File: src/rtl/vim_pkg.sv
// Package: shared constants and helpers for the interleaved bank mapper.
// Assumes a bank word of four bytes and two banks.
package vim_pkg;
    localparam int BYTES_PER_WORD = 4;
    localparam int BANK_COUNT     = 2;

    // Contiguous byte-enable span of n lanes starting at lane off.
    function automatic logic [3:0] span_mask(input logic [1:0] off, input logic [2:0] n);
        logic [4:0] ones;
        ones = (5'd1 << n) - 5'd1;
        return ones[3:0] << off;
    endfunction
endpackage

File: src/rtl/vim_req_clip.sv
// vim_req_clip: shortens a requested length so the burst stops at the top of
// the 2^ADDR_W byte space. Purely combinational; assumes LEN_W >= 1.
module vim_req_clip #(
    parameter int ADDR_W = 23,
    parameter int LEN_W  = 24
) (
    input  logic [ADDR_W-1:0] addr_in,
    input  logic [LEN_W-1:0]  len_in,
    output logic [LEN_W-1:0]  len_eff
);
    localparam int CW = (LEN_W > ADDR_W + 1) ? LEN_W : ADDR_W + 1;

    logic [CW-1:0] room;
    logic [CW-1:0] len_w;

    // Bytes left above the start address, and the clipped length.
    always_comb begin
        room    = (CW'(1) << ADDR_W) - CW'(addr_in);
        len_w   = CW'(len_in);
        len_eff = (len_w > room) ? LEN_W'(room) : len_in;
    end
endmodule

File: src/rtl/vim_seg_calc.sv
// vim_seg_calc: sizes the next bank transaction from the current lane offset
// and the bytes still to move. Offset is non-zero only for the first segment.
module vim_seg_calc #(
    parameter int LEN_W = 24
) (
    input  logic [1:0]       off,
    input  logic [LEN_W-1:0] rem,
    output logic [2:0]       nbytes,
    output logic [3:0]       be,
    output logic             last
);
    import vim_pkg::*;

    logic [2:0] room;

    // Byte count is the smaller of what fits in the word and what remains.
    always_comb begin
        room   = 3'(BYTES_PER_WORD) - {1'b0, off};
        nbytes = (rem < LEN_W'(room)) ? rem[2:0] : room;
        be     = span_mask(off, nbytes);
        last   = (rem == LEN_W'(nbytes));
    end
endmodule

File: src/rtl/vim_bank_ptrs.sv
// vim_bank_ptrs: one word pointer per bank. On load, both take the start
// word index; bank 0 is one ahead when the burst starts in bank 1. The
// selected bank's pointer steps after each of its transactions.
module vim_bank_ptrs #(
    parameter int IDX_W = 20
) (
    input  logic             clk,
    input  logic             rst_n,
    input  logic             load,
    input  logic [IDX_W-1:0] base,
    input  logic             start_bank,
    input  logic             adv,
    input  logic             sel,
    output logic [IDX_W-1:0] idx_out
);
    import vim_pkg::*;

    logic [IDX_W-1:0] ptr [BANK_COUNT];

    for (genvar b = 0; b < BANK_COUNT; b++) begin : g_bank
        // Pointer register for bank b.
        always_ff @(posedge clk) begin
            if (!rst_n) begin
                ptr[b] <= '0;
            end else if (load) begin
                ptr[b] <= base + IDX_W'((b == 0) && start_bank);
            end else if (adv && (sel == 1'(b))) begin
                ptr[b] <= ptr[b] + IDX_W'(1);
            end
        end
    end

    // Present the selected bank's pointer.
    always_comb idx_out = ptr[sel];
endmodule

File: src/rtl/vram_interleave_mapper.sv
// vram_interleave_mapper: maps a linear byte burst onto two interleaved
// 32-bit banks. Assumes the memory side takes one transaction per cycle at
// most and that write source beats arrive in segment order.
module vram_interleave_mapper #(
    parameter int ADDR_W = 23,
    parameter int LEN_W  = 24
) (
    input  logic              clk,
    input  logic              rst_n,
    input  logic              req_valid,
    output logic              req_ready,
    input  logic [ADDR_W-1:0] req_addr,
    input  logic [LEN_W-1:0]  req_len,
    input  logic              req_write,
    input  logic              src_valid,
    output logic              src_ready,
    input  logic [31:0]       src_data,
    output logic              bank_valid,
    input  logic              bank_ready,
    output logic              bank_sel,
    output logic [ADDR_W-4:0] bank_idx,
    output logic [3:0]        bank_be,
    output logic [31:0]       bank_wdata,
    output logic              bank_we,
    output logic              done
);
    localparam int IDX_W = ADDR_W - 3;

    logic             busy;
    logic             cur_bank;
    logic [1:0]       off;
    logic [LEN_W-1:0] rem;
    logic             write_q;
    logic [LEN_W-1:0] len_eff;
    logic [2:0]       nbytes;
    logic             seg_last;
    logic             accept;
    logic             hs;

    vim_req_clip #(.ADDR_W(ADDR_W), .LEN_W(LEN_W)) u_clip (
        .addr_in (req_addr),
        .len_in  (req_len),
        .len_eff (len_eff)
    );

    vim_seg_calc #(.LEN_W(LEN_W)) u_seg (
        .off    (off),
        .rem    (rem),
        .nbytes (nbytes),
        .be     (bank_be),
        .last   (seg_last)
    );

    vim_bank_ptrs #(.IDX_W(IDX_W)) u_ptrs (
        .clk        (clk),
        .rst_n      (rst_n),
        .load       (accept),
        .base       (req_addr[ADDR_W-1:3]),
        .start_bank (req_addr[2]),
        .adv        (hs),
        .sel        (cur_bank),
        .idx_out    (bank_idx)
    );

    // Handshake decode and transaction outputs.
    always_comb begin
        req_ready  = !busy;
        accept     = req_valid && !busy;
        bank_valid = busy && (!write_q || src_valid);
        hs         = bank_valid && bank_ready;
        src_ready  = busy && write_q && bank_ready;
        bank_sel   = cur_bank;
        bank_we    = write_q;
        bank_wdata = write_q ? (src_data << {off, 3'b000}) : 32'h0;
    end

    // Burst state: take a request, then step segment by segment.
    always_ff @(posedge clk) begin
        if (!rst_n) begin
            busy     <= 1'b0;
            cur_bank <= 1'b0;
            off      <= 2'd0;
            rem      <= '0;
            write_q  <= 1'b0;
            done     <= 1'b0;
        end else begin
            done <= 1'b0;
            if (accept) begin
                write_q  <= req_write;
                cur_bank <= req_addr[2];
                off      <= req_addr[1:0];
                rem      <= len_eff;
                if (len_eff == '0) begin
                    done <= 1'b1;
                end else begin
                    busy <= 1'b1;
                end
            end else if (hs) begin
                rem      <= rem - LEN_W'(nbytes);
                off      <= 2'd0;
                cur_bank <= !cur_bank;
                if (seg_last) begin
                    busy <= 1'b0;
                    done <= 1'b1;
                end
            end
        end
    end
endmodule

File: config.mk
export PLATFORM = sky130hd
export DESIGN_NAME = vram_interleave_mapper
export DESIGN_NICKNAME = d
export VERILOG_FILES = /design/src/rtl/vim_pkg.sv /design/src/rtl/vim_req_clip.sv /design/src/rtl/vim_seg_calc.sv /design/src/rtl/vim_bank_ptrs.sv /design/src/rtl/vram_interleave_mapper.sv
export SDC_FILE = /design/constraint.sdc
export NUM_CORES = 1
export LEC_CHECK = 0
export BUFFER_PORTS_ARGS = -buffer_cell sky130_fd_sc_hd__buf_2
export CORE_ASPECT_RATIO = 0.5
export CORE_MARGIN = 2
export CORE_UTILIZATION = 45
export CTS_BUF_LIST = sky130_fd_sc_hd__clkbuf_4
export DETAILED_ROUTE_END_ITERATION = 12
export MAX_ROUTING_LAYER = met4
export PLACE_DENSITY = 0.71
export SYNTH_ARGS = -nofsm -noshare
export SYNTH_HDL_FRONTEND = slang
export SYNTH_HIERARCHICAL = 1
export SYNTH_SLANG_ARGS = --single-unit
File: constraint.sdc
create_clock -name clk -period 4.6 [get_ports clk]
set_input_delay 0.46 -clock clk [delete_from_list [all_inputs] [get_ports clk]]
set_output_delay 0.46 -clock clk [all_outputs]
set_load 0.05 [all_outputs]
==> results.ini, run 1 <==
[outcome]
status = completed

[clocking]
cts_num_sinks = 70
h-tree-depth = 3
postCtsHoldBufs = 0
cts-root-buf = clkbuf_4
cts_tree = yes
clkLatencyLatePin_ns = 0.45
cts_buffers = 9
clk_pin_slew_ns = 0.13
clockBufferDepth = 2

[global_route]
grt_pass1_vias = 6989
grt_pass1_wl_um = 34700
antenna_found_initial = 1
grt_usage = 0.272
grt_overflow = 0
grt_max_degree = 44

[drt]
dr_total_vias = 7338
first_iter_violations = 623
ant_nets = 0
wl_met1_um = 9460
drt_pass1_iterations = 5
avgViaCountPerCell = 5.90
routedWlPerCell_um = 17.7
routed_wl_um = 22000
dr_wl_met3_um = 1440
dr_wl_met2_um = 10700
drc_errors = 0
highest_layer = met4

[logic_synthesis]
async_reset_ff_frac = 0
yosys.area.top_type = edfxtp_1
synth.distinct_cells = 72
syn-cell-area_um2 = 6860
ys.flop_type = edfxtp_1
synth_seq_cells = 70
yosysWarnings = 6
synth_nets = 950
synth_top_area_frac = 0.175
avgSynthCellArea_um2 = 8.27
synth.area.top_cells = edfxtp_1 (18%), dfxtp_1 (8.8%), ha_1 (6.2%)
synth-edff-count = 40
synthCells = 830
ys_seq_area_frac = 0.263

[sta]
fmax_mhz = 224
min_period_over_period = 0.971
slew_violations = 0
hold_viol = 0
skew_ns = 0.0227
tightest_slew_ns = 1.12
relSlewSlack = 0.247
finalSetupViolations = 0
layout_setup_ws_ns = 0.132
min_period_ns = 4.47
rsz0062_at_grt = yes

[power]
power.total_mw = 2.15
powerDensity_nw_per_um2 = 246
leakage_nw = 3.65
peakVddDrop_mv = 0.131

[setup_path]
end_kind = register
critical_path_class = primary input to register
crit_fanout = 6
critPathRequiredTime_ns = 4.95
worst_setup_path_start_kind = primary input
cp.arrival_ns = 4.82

[hold_path]
hp-class = primary input to register

[cells_and_area]
final_nets = 1161
num-fill-cells = 1340
area_delta_synth_final_pct = 27.3
final_common_cell = buf_2
multiInputGateArea_um2 = 4920
final_cell_mix = buf_2 (145), nand2_1 (96), buf_4 (93)
final_layout_size_suffix_gt1_frac = 0.322
seq_area_um2 = 1800

[placed_design]
dp_worst_setup_slack_ns = -0.460
gp_congestion = 0.916
hpwl_um = 16200
io_buffers = 146

[floorplan]
die_area_um2 = 16300
core_area_um2 = 14700
pin_count = 147
dieHeight_um = 91.3
start_util = 0.468
die_x_um = 179
rows = 31

[run]
cap_violations = 0

[worst max-delay path, cell delays in order]
cell	delay [ns]
buf_6	0.10
or4_4	0.52
or4_4	0.44
or3_4	0.40
nor4_4	0.19
xor2_2	0.11
ha_1	0.34
and3_4	0.20
nand4_1	0.09
buf_6	0.15
a211oi_2	0.18
buf_4	0.14
nor4_4	0.05
buf_6	0.16
buf_6	0.13
o21ai_4	0.16
o31ai_4	0.09
nor4_2	0.25
buf_4	0.15
nand4_1	0.10
nor2_2	0.16
nand2_1	0.08
a21oi_2	0.16
[per-stage QoR]
stage               hold WS (ns)  instances  TNS, ns  instance area [um2]  utilization
finish                     0.229       1244        0                 8740        0.596
global route               0.226       1244  -0.0748                 8740        0.596
CTS                        0.215       1235        0                 8490        0.579
detailed placement         0.517       1220    -1.38                 8360        0.570
global placement           0.505       1220   -0.486                 8360        0.570
floorplan                  0.475        830  -0.0383                 6890            -
[report_power, final]
part           leakage [nW]  switching (mW)  internal, mW  total, mW
combinational          2.90           0.586         0.362      0.947
sequential            0.680          0.0758         0.724      0.800
clock                0.0678           0.244         0.161      0.405
[layout make-up]
cell class,instances,area share
Antenna cell,1,0.000286
Clock inverter,6,0.00730
Timing Repair Buffer,247,0.176
Sequential cell,70,0.206
Inverter,25,0.0107
Clock buffer,9,0.00773
Tap cell,198,0.0284
Multi-Input combinational cell,688,0.563
[layer usage]
metal / track usage / up-vias
li1: - / 3526
met1: 0.338 / 3482
met2: 0.458 / 297
met3: 0.0436 / 33
met4: 0.0759 / 0
met5: - / -
[path summary, 6_finish.rpt]
kind,end,cells past startpoint,startpoint,slack (ns)
worst max register to register,rem[15],13,off[0],0.52
worst max-delay path,done,23,req_addr[1],0.13
worst min-delay path,bank_we,3,req_write,0.23
worst min register to register,rem[3],2,rem[3],0.54
[cells by family after synthesis]
family          Yosys count  share of synthesized area
buf+inv                  72                     0.0436
flops                    70                      0.263
fa+ha+maj                36                     0.0666
simple gates            317                      0.247
compound gates          202                      0.194
xor+xnor                 82                      0.106
mux                      51                     0.0801
[state kept, by name, indices dropped and copies added, names as in the netlist]
register / cells
busy: 1
u_ptrs/ptr: 40
bank_sel: 1
bank_we: 1
done: 1
off: 2
rem: 24
[synth_stat cells (21+ instances only)]
cell / n
dfxtp_1: 30
inv_1: 24
ha_1: 34
o31ai_1: 23
a21oi_1: 31
o21ai_0: 61
o22ai_1: 26
and2_1: 21
clkbuf_1: 36
nand2_1: 96
nand3_1: 32
xor2_1: 47
nand4_1: 25
nor2_1: 46
xnor2_1: 34
edfxtp_1: 40
mux2_2: 31
[timing repair]
| item | 4_1_cts | 5_1_grt |
|---|---|---|
| endpoints found under the setup margin | 0 | 2 |
| resized for setup | 0 | 40 |
| setup buffers | 0 | 8 |
Note: power is estimated with default switching activity, not from simulation.
==> inputs of run 2 (changes only) <==
- ABC_AREA: unset -> 1
- PLACE_DENSITY: 0.71 -> 0.69
==> run 2 against run 1 <==
  * Global-route usage grew 0.059 points
  * Clock power rose by 1%
  * Register-to-register slack improved by 0.61 ns
  * Via count increased by 25%
  * Sequential power is 1% higher
  * Final cell count is 38% higher
  * Synthesized cell count rose by 62%
  * Critical path depth grew 2
==> results.ini, run 2 <==
[clocking]
cts_buffers = 9  ; unchanged
ctsResizeCount = 0  ; unchanged
clockBufferDepth = 2  ; unchanged
cts-root-buf = clkbuf_4
cts_tree = yes
postCtsHoldBufs = 0  ; unchanged
clkLatencyLatePin_ns = 0.46  ; about the same
postCtsSetupRepairBufs = 0  ; unchanged
cts_num_sinks = 70  ; unchanged
clk_pin_slew_ns = 0.11  ; -0.02 ns
h-tree-depth = 3  ; unchanged

[floorplan]
die_x_um = 197  ; +10%
start_util = 0.457  ; -0.0110
core_area_um2 = 18300  ; +25%
die_area_um2 = 19800  ; +21%
rows = 35  ; +13%
pin_count = 147  ; unchanged
dieHeight_um = 101  ; +10%

[logic_synthesis]
synth.most_common_cell = nand2_1
yosys.area.top_type = nand2_1
avgSynthCellArea_um2 = 6.25  ; -24%
async_reset_ff_frac = 0  ; unchanged
synthCells = 1341  ; +62%
synth_commonest_cells = nand2_1 (375), inv_1 (176), nor2_1 (155)
synth_nets = 1461  ; +54%
synth.area.top_cells = nand2_1 (17%), edfxtp_1 (14%), inv_1 (7.9%)
synth_top_area_frac = 0.168  ; -0.00719
synth_seq_cells = 70  ; unchanged
syn-cell-area_um2 = 8390  ; +22%
yosysWarnings = 6  ; unchanged
ys_seq_area_frac = 0.215  ; -0.0477
ys.flop_type = edfxtp_1
synth.distinct_cells = 59  ; -18%
synth-edff-count = 40  ; unchanged

[cells_and_area]
final_nets = 1588  ; +37%
largest_registers = u_ptrs/ptr (40), rem (24), off (2)
final_common_cell = nand2_1
largest_register = u_ptrs/ptr
seq_area_um2 = 1800  ; unchanged
instances_no_fill = 1714  ; +38%
final_cell_mix = nand2_1 (375), inv_1 (176), nor2_1 (155)
multiInputGateArea_um2 = 5630  ; +14%
num-fill-cells = 1883  ; +41%
area_delta_synth_final_pct = 11.5
largest_reg_flops = 40  ; unchanged
final_layout_size_suffix_gt1_frac = 0.216  ; -0.107

[power]
sequentialPowerShare = 0.344  ; -0.028
p_comb_frac = 0.482  ; +0.042
power_switching_mw = 1.13  ; +24%
clockPowerShare = 0.174  ; -0.014
powerDensity_nw_per_um2 = 253  ; +2.5%
power.total_mw = 2.36  ; +9.7%
peakVddDrop_mv = 0.138  ; +5.3%
switching_share = 0.477  ; +0.0559
internal_power_mw = 1.24  ; -0.86%
leakage_nw = 4.55  ; +25%

[global_route]
grt_pass1_vias = 8333  ; +19%
grt_usage = 0.272  ; +0.000587
grt_max_degree = 33  ; -25%
antenna_found_initial = 1  ; unchanged
grt_overflow = 0  ; unchanged
grt_pass1_wl_um = 41800  ; +20%

[run]
cap_violations = 0  ; unchanged

[placed_design]
gp_congestion = 0.954  ; +4.2%
hpwl_um = 21000  ; +29%
dp.cells = 1697  ; +39%
io_buffers = 146  ; unchanged

[hold_path]
hp-class = primary input to register
min_from = req_write

[sta]
fmax_mhz = 272  ; +21%
skew_ns = 0.0137  ; -0.00900 ns
min_period_over_period = 0.801  ; -0.171
hold_viol = 0  ; unchanged
tightest_slew_ns = 1.14  ; +0.0129 ns
finalSetupTns_ns = 0  ; unchanged
finalSetupViolations = 0  ; unchanged
relSlewSlack = 0.241  ; -0.00612
holdWs_ns = 0.257  ; +0.0277 ns
min_period_ns = 3.68  ; -0.785 ns
slew_violations = 0  ; unchanged
rsz0062_at_grt = no

[drt]
ant_nets = 0  ; unchanged
dr_total_vias = 9189  ; +25%
first_iter_violations = 768  ; +23%
drt_pass1_iterations = 6  ; +1
avgViaCountPerCell = 5.36  ; -9.1%
routed_wl_um = 26300  ; +20%
drc_errors = 0  ; unchanged
routedWlPerCell_um = 15.3  ; -13%

[setup_path]
worstSetupStartpoint = req_addr[0]
cp.arrival_ns = 4.02  ; -0.80 ns
rr_startpoint = off[1]
critPathRequiredTime_ns = 4.94  ; about the same
critical_path_class = primary input to register
end_kind = register
worst_setup_path_start_kind = primary input
crit_fanout = 25  ; +19

[outcome]
status = completed

-- run 2: changes by cell type after synthesis, moves of 25 or more --
cell      before  now
inv_1         24  176
nand2_1       96  375
nand3_1       32  108
xnor2_1       34    4
nor2_1        46  155
mux2_2        31    0
clkbuf_1      36   11
nand2_2        0   63
-- run 2: worst paths after layout --
kind	end	slack [ns]	cells past startpoint
setup / recovery	busy	0.92	25
hold reg to reg	busy	0.50	2
setup reg to reg	rem[12]	1.13	22
hold / removal	bank_we	0.26	3
-- run 2: logic make-up after synthesis --
family,after synthesis,share of synthesized area
and+or+nand+nor,797,0.452
muxes,2,0.00239
adders and majority gates,35,0.0531
buffers and inverters,226,0.113
DFF,70,0.215
AOI/OAI and AO/OA,173,0.124
xor gates and xnor gates,38,0.0397
-- run 2: through the flow --
stage | cell area (um2) | util | setup slack [ns]
after global placement | 9220 | 0.502 | 0.628
after floorplan | 8390 | - | 1.24
after global routing | 9350 | 0.510 | 0.634
final | 9350 | 0.510 | 0.917
after CTS | 9350 | 0.510 | 0.981
after detailed placement | 9220 | 0.502 | 0.477
-- run 2: critical path: stages --
cell and delay (ns):
buf_2 0.14, inv_2 0.08, ha_1 0.24, nand2_1 0.12
nor2_2 0.20, inv_1 0.06, nor2_1 0.16, nand2_1 0.12
xor2_1 0.25, inv_1 0.08, ha_1 0.27, nand2_1 0.04
nor2_1 0.11, nand2_2 0.09, nor2_4 0.15, nand2_2 0.08
nand3_4 0.22, nand2_8 0.21, nand2_2 0.11, nand2_2 0.06
or2_2 0.29, nor3_1 0.24, nand2_1 0.08, nand2_1 0.06
a21oi_1 0.07
-- run 2: final cells by class --
| type | count | share of cell area |
|---|---|---|
| diodes | 1 | 0.000268 |
| clock buffers | 11 | 0.00883 |
| clock inverters | 5 | 0.00535 |
| inverters | 192 | 0.0772 |
| multi-input cells | 1045 | 0.602 |
| flip-flops and latches | 70 | 0.193 |
| well taps | 240 | 0.0321 |
| repair buffers | 150 | 0.0813 |
-- run 2: routing by layer --
metal	global-route usage	wire, um	up-vias
li1	-	-	4576
met1	0.361	12100	4280
met2	0.437	12200	290
met3	0.0388	1470	43
met4	0.0758	512	0
met5	-	0	-
-- run 2: power groups by stage --
stage / clock network [mW] / logic [mW] / registers [mW]
final: 0.411 / 1.14 / 0.812
after CTS: 0.425 / 1.13 / 0.810
after global routing: 0.451 / 1.26 / 0.823
after floorplan: 0 / 0.874 / 0.800
after detailed placement: 0 / 1.13 / 0.824
after global placement: 0 / 1.12 / 0.823
